===== src/rtl/mash_pkg.sv =====
`timescale 1ns/1ps
package mash_pkg;

    // Number of first-order accumulator stages in the longest cascade.
    localparam int STAGES = 3;

    // Noise-shaping order select encoding.
    typedef enum logic {
        ORDER_2 = 1'b0,
        ORDER_3 = 1'b1
    } shape_order_e;

endpackage


===== src/rtl/mash_word_ctrl.sv =====
`timescale 1ns/1ps
module mash_word_ctrl #(
    parameter int KW = 18
) (
    input  logic          clk,
    input  logic          rst,
    input  logic [KW-1:0] frac_k,
    input  logic          dither_en,
    input  logic          int_force,
    output logic [KW:0]   word,
    output logic          int_now,
    output logic          int_flag
);

    typedef struct packed {
        logic flag;
    } ctrl_state_t;

    ctrl_state_t st_d, st_q;

    // Integer mode is requested explicitly or implied by a zero fraction.
    always_comb begin
        int_now = int_force | (frac_k == '0);
        word    = {frac_k, dither_en};
        st_d    = st_q;
        st_d.flag = int_now;
    end

    always_ff @(posedge clk) begin
        if (rst) begin
            st_q.flag <= 1'b1;
        end else begin
            st_q <= st_d;
        end
    end

    assign int_flag = st_q.flag;

    assert_k0_int_R6: assert property (@(posedge clk) disable iff (rst)
        (frac_k == '0) |=> int_flag);

    assert_force_int_R5: assert property (@(posedge clk) disable iff (rst)
        int_force |=> int_flag);

    assert_run_flag_R9: assert property (@(posedge clk) disable iff (rst)
        (!int_force && frac_k != '0) |=> !int_flag);

endmodule


===== src/rtl/mash_acc_stage.sv =====
`timescale 1ns/1ps
module mash_acc_stage #(
    parameter int W = 19
) (
    input  logic         clk,
    input  logic         rst,
    input  logic         clr,
    input  logic [W-1:0] addend,
    output logic [W-1:0] residue,
    output logic         carry
);

    typedef struct packed {
        logic [W-1:0] acc;
    } stage_state_t;

    stage_state_t st_d, st_q;
    logic [W:0]   sum;

    always_comb begin
        sum  = {1'b0, st_q.acc} + {1'b0, addend};
        st_d = st_q;
        if (clr) begin
            st_d.acc = '0;
        end else begin
            st_d.acc = sum[W-1:0];
        end
    end

    // The next stage consumes the updated residue in the same cycle.
    assign residue = st_d.acc;
    assign carry   = ~clr & sum[W];

    always_ff @(posedge clk) begin
        if (rst) begin
            st_q <= '0;
        end else begin
            st_q <= st_d;
        end
    end

    assert_clear_R7: assert property (@(posedge clk) disable iff (rst)
        clr |=> (st_q.acc == '0));

    assert_carry_wrap_R2: assert property (@(posedge clk) disable iff (rst)
        (!clr && carry) |-> (residue < addend));

    assert_no_wrap_R2: assert property (@(posedge clk) disable iff (rst)
        (!clr && !carry) |-> (residue >= addend));

endmodule


===== src/rtl/mash_noise_combiner.sv =====
`timescale 1ns/1ps
module mash_noise_combiner
    import mash_pkg::*;
#(
    parameter int OW = 4
) (
    input  logic              clk,
    input  logic              rst,
    input  logic              clr,
    input  logic              order_sel,
    input  logic [STAGES-1:0] carry,
    output logic [OW-1:0]     offset
);

    localparam int SW = OW + 1;

    typedef struct packed {
        logic          c2;
        logic          c3;
        logic          c3b;
        logic [OW-1:0] ofs;
    } comb_state_t;

    comb_state_t st_d, st_q;
    logic [SW-1:0] t_first, t_second, t_third, total;

    always_comb begin
        // Modular arithmetic; truncation yields two's complement.
        t_first  = SW'(carry[0]);
        t_second = SW'(carry[1]) - SW'(st_q.c2);
        t_third  = SW'(carry[2]) - (SW'(st_q.c3) << 1) + SW'(st_q.c3b);
        total    = t_first + t_second;
        if (order_sel == ORDER_3) begin
            total = total + t_third;
        end
        st_d = st_q;
        if (clr) begin
            st_d = '0;
        end else begin
            st_d.c2  = carry[1];
            st_d.c3b = st_q.c3;
            st_d.c3  = carry[2];
            st_d.ofs = total[OW-1:0];
        end
    end

    always_ff @(posedge clk) begin
        if (rst) begin
            st_q <= '0;
        end else begin
            st_q <= st_d;
        end
    end

    assign offset = st_q.ofs;

    assert_range_2nd_R3: assert property (@(posedge clk) disable iff (rst)
        (!$past(clr) && $past(order_sel) == ORDER_2) |->
        ($signed(offset) >= -4'sd1 && $signed(offset) <= 4'sd2));

    assert_range_3rd_R4: assert property (@(posedge clk) disable iff (rst)
        (!$past(clr) && $past(order_sel) == ORDER_3) |->
        ($signed(offset) >= -4'sd3 && $signed(offset) <= 4'sd4));

    assert_idle_zero_R5: assert property (@(posedge clk) disable iff (rst)
        $past(clr) |-> (offset == '0));

endmodule


===== src/rtl/mash_frac_mod.sv =====
`timescale 1ns/1ps
module mash_frac_mod
    import mash_pkg::*;
#(
    parameter int KW = 18,
    parameter int OW = 4
) (
    input  logic          clk,
    input  logic          rst,
    input  logic [KW-1:0] frac_k,
    input  logic          lsb_dither_en,
    input  logic          order_sel,
    input  logic          int_force,
    output logic [OW-1:0] offset,
    output logic          int_mode
);

    localparam int AW = KW + 1;

    logic [AW-1:0]     word;
    logic              int_now;
    logic [AW-1:0]     chain [0:STAGES];
    logic [STAGES-1:0] carries;

    mash_word_ctrl #(.KW(KW)) u_ctrl (
        .clk       (clk),
        .rst       (rst),
        .frac_k    (frac_k),
        .dither_en (lsb_dither_en),
        .int_force (int_force),
        .word      (word),
        .int_now   (int_now),
        .int_flag  (int_mode)
    );

    assign chain[0] = word;

    // Stage g accumulates the fresh residue of stage g-1.
    for (genvar g = 0; g < STAGES; g++) begin : g_stage
        mash_acc_stage #(.W(AW)) u_stage (
            .clk     (clk),
            .rst     (rst),
            .clr     (int_now),
            .addend  (chain[g]),
            .residue (chain[g+1]),
            .carry   (carries[g])
        );
    end

    mash_noise_combiner #(.OW(OW)) u_comb (
        .clk       (clk),
        .rst       (rst),
        .clr       (int_now),
        .order_sel (order_sel),
        .carry     (carries),
        .offset    (offset)
    );

    // From zero state, every stage holds the input word after one edge.
    assert_fresh_start_R7: assert property (@(posedge clk) disable iff (rst)
        ($past(int_now) && !int_now) |-> (chain[STAGES] == word));

endmodule


===== config.mk =====
export PLATFORM = sky130hd
export DESIGN_NAME = mash_frac_mod
export DESIGN_NICKNAME = d
export VERILOG_FILES = /design/src/rtl/mash_pkg.sv /design/src/rtl/mash_word_ctrl.sv /design/src/rtl/mash_acc_stage.sv /design/src/rtl/mash_noise_combiner.sv /design/src/rtl/mash_frac_mod.sv
export SDC_FILE = /design/constraint.sdc
export NUM_CORES = 1
export LEC_CHECK = 0
export ABC_AREA = 1
export BUFFER_PORTS_ARGS = -buffer_cell sky130_fd_sc_hd__buf_2
export CORE_UTILIZATION = 50
export DETAILED_ROUTE_END_ITERATION = 10
export PLACE_DENSITY = 0.69
export SLEW_MARGIN = 5
export SYNTH_ARGS = -nofsm -noshare
export SYNTH_HDL_FRONTEND = slang
export SYNTH_HIERARCHICAL = 1
export SYNTH_SLANG_ARGS = --single-unit

===== constraint.sdc =====
create_clock -name clk -period 5 [get_ports clk]
set_input_delay 0 -clock clk [delete_from_list [all_inputs] [get_ports clk]]
set_output_delay 0 -clock clk [all_outputs]
set_load 0.005 [all_outputs]

==> qor.yml <==
grt:
  grt.busiest_layer: "met2"
  grt_pass1_wl_um: 24100
  grt_use_met1_pct: 29.2
  grt_pass1_vias: 5518
  globalRouteOverflowTotal: 0
  met3_usage_pct: 2.99
  antenna_found_initial: 0
  globalRouteTotalUtil_pct: 24.2
  grt_use_met2_pct: 42.6
  grt_start_max_net_pins: 60
critical_path:
  crit_required_ns: 5.22
  start_kind: "flip-flop"
  path_max_fanout: 5
  endpoint_kind: "flip-flop"
  path_common_cell: "nand2_1"
  cp_data_arrival_time_ns: 5.09
  slowest_delay_ns: 0.43
  crit_slowest_cell: "fa_2"
  crit_type: "flip-flop to flip-flop"
drt:
  drcViolationCount: 12
  first_iter_violations: 334
  wl_per_cell_um: 13.3
  dr.pass1.iters: 8
  routed_via_density: 5.20
  num_vias: 5803
  routed_wl_um: 14800
  ant_nets: 0
synthesis:
  synthCells: 916
  yosysWarnings: 6
  synth.net_count: 1006
  syn-cell-area_um2: 6000
  synth_area_per_cell_um2: 6.55
placement:
  placed_area_um2: 6400
  post-dp-hpwl_um: 11100
  gp_congestion: 0.887
  io_buffers: 27
  dp_cells: 1091
  dpl_worst_slack_ns: -0.130
finish:
  multiInputGateArea_um2: 4460
  fin_nets: 1058
  instances_no_fill: 1115
  seqCellArea_um2: 1300
  syn_to_final_growth_pct: 20.3
  fillers: 1067
  fin_area_um2: 7220
  final_util_pct: 62.4
  layout-drive-gt1-share_pct: 31.0
  diodes: 0
timing:
  relSlewSlack_pct: 47.8
  period_needed_ns: 4.87
  rsz0062_at_grt: "true"
  setup_viol: 0
  maxSlewViolCount: 0
  hold_viol_final: 0
  fin_ws_ns: 0.131
  whs_ns: 0.0506
  finClkSkew_ns: 0.00672
  fmax_ghz: 0.205
  worst_pin_slew_ns: 0.783
  post-route-period-util_pct: 97.4
clock_network:
  clock-root-buffer: "clkbuf_16"
  cts_tree: "yes"
  h-tree-depth: 3
  clockBufferDepth: 2
  clock_sinks: 65
  numCtsBuffers: 9
  worstSkewPairLatency_ns: 0.34
  path_clk_slew_ns: 0.06
power_and_ir_drop:
  vdd_ir_drop_max_mv: 0.175
  power_density_nw_per_um2: 259
  p_leak_nw: 3.68
die:
  core_area_um2: 11600
  die-height_um: 112
  fp.dieArea_um2: 12400
  std_cell_rows: 39
  fp.dieW_um: 112
  io_pins: 28
  initial_core_util_pct: 51.9
status:
  status: "complete, but fails checks"
  violations: "DRC"
run:
  max_cap_viol_count: 0
min_path:
  worstHoldPathType: "primary input to flip-flop"
==> power breakdown <==
group | switching, W | total (W) | internal [W]
combinational | 0.000372 | 0.000629 | 0.000257
sequential | 0.0000141 | 0.000566 | 0.000552
clock | 0.000241 | 0.000677 | 0.000437
==> per-layer routing <==
layer | part of all wire (%) | vias to the layer above
li1 | - | 3051
met1 | 46 | 2626
met2 | 48 | 99
met3 | 2.5 | 27
met4 | 2.9 | 0
met5 | 0 | -
==> flip-flops by register name, summed over array words and instances (netlist names) <==
signal	count
u_comb/offset	4
u_ctrl/int_flag	1
u_comb/st_q	3
g_stage.u_stage/st_q	57
==> cell type report <==
cell class,instances,area share [%]
multi-input cells,700,61.7
flip-flops and latches,65,18.0
repair buffers,80,7.56
inverters,112,5.82
clock buffers,13,3.88
well taps,143,2.48
clock inverters,2,0.485
==> placed cells by master, fill, tap and decap left out, types with 3 or more instances in the layout <==
cell type and count:
fa_2 3, nand3_2 29, o21ai_1 4, nor2_4 5, and2_1 9, nor3_2 9, nand3_1 27, ha_4 12
ha_1 45, nor4_1 14, ha_2 5, buf_2 27, inv_2 26, nand3b_1 15, nand3_4 3, buf_4 49
clkbuf_8 4, nand2_1 214, dfxtp_1 64, a21oi_1 24, a21boi_0 11, inv_1 86, o21ai_0 10, nor2_1 109
nand2_4 3, nor4_2 4, nor2_2 32, clkbuf_16 9, o21bai_1 3, nor3_1 30, a21oi_2 25, nand2_2 45
==> repair_timing <==
item	4_1_cts	5_1_grt
endpoints found under the hold margin	3	0
pin swaps	9	41
setup buffers	2	5
hold buffers	2	0
setup endpoints to repair	2	4
gates resized for setup	12	94
==> through the flow <==
step / power, W / setup TNS, ns
2_1_floorplan: 0.000969 / 0
4_1_cts: 0.00181 / -0.0290
3_5_place_dp: 0.00111 / -0.190
5_1_grt: 0.00198 / -0.284
3_3_place_gp: 0.00111 / -0.0655
6_report: 0.00187 / 0
==> path summary, 6_finish.rpt <==
| kind | start | end | slack, ns | cells after the start |
|---|---|---|---|---|
| setup reg to reg | g_stage[0].u_stage/st_q[0]$_SDFF_PP0_ | u_comb/offset[1]$_SDFF_PP0_ | 0.13 | 33 |
| setup / recovery | g_stage[0].u_stage/st_q[0]$_SDFF_PP0_ | u_comb/offset[1]$_SDFF_PP0_ | 0.13 | 33 |
| hold reg to reg | u_comb/st_q[5]$_SDFF_PP0_ | u_comb/st_q[4]$_SDFF_PP0_ | 0.50 | 2 |
| hold / removal | frac_k[8] | u_ctrl/int_flag$_SDFF_PP1_ | 0.05 | 6 |
==> critical path: cells and delay by family, from the launching register on <==
kind / cells / cell delay, ns
adder cells (fa/ha/maj): 6 / 2.00
AO/OA/AOI/OAI: 1 / 0.04
buffers and inverters: 6 / 0.45
flip-flops: 1 / 0.32
AND/OR/NAND/NOR: 20 / 1.90
Power figures use the tool's default switching activity.
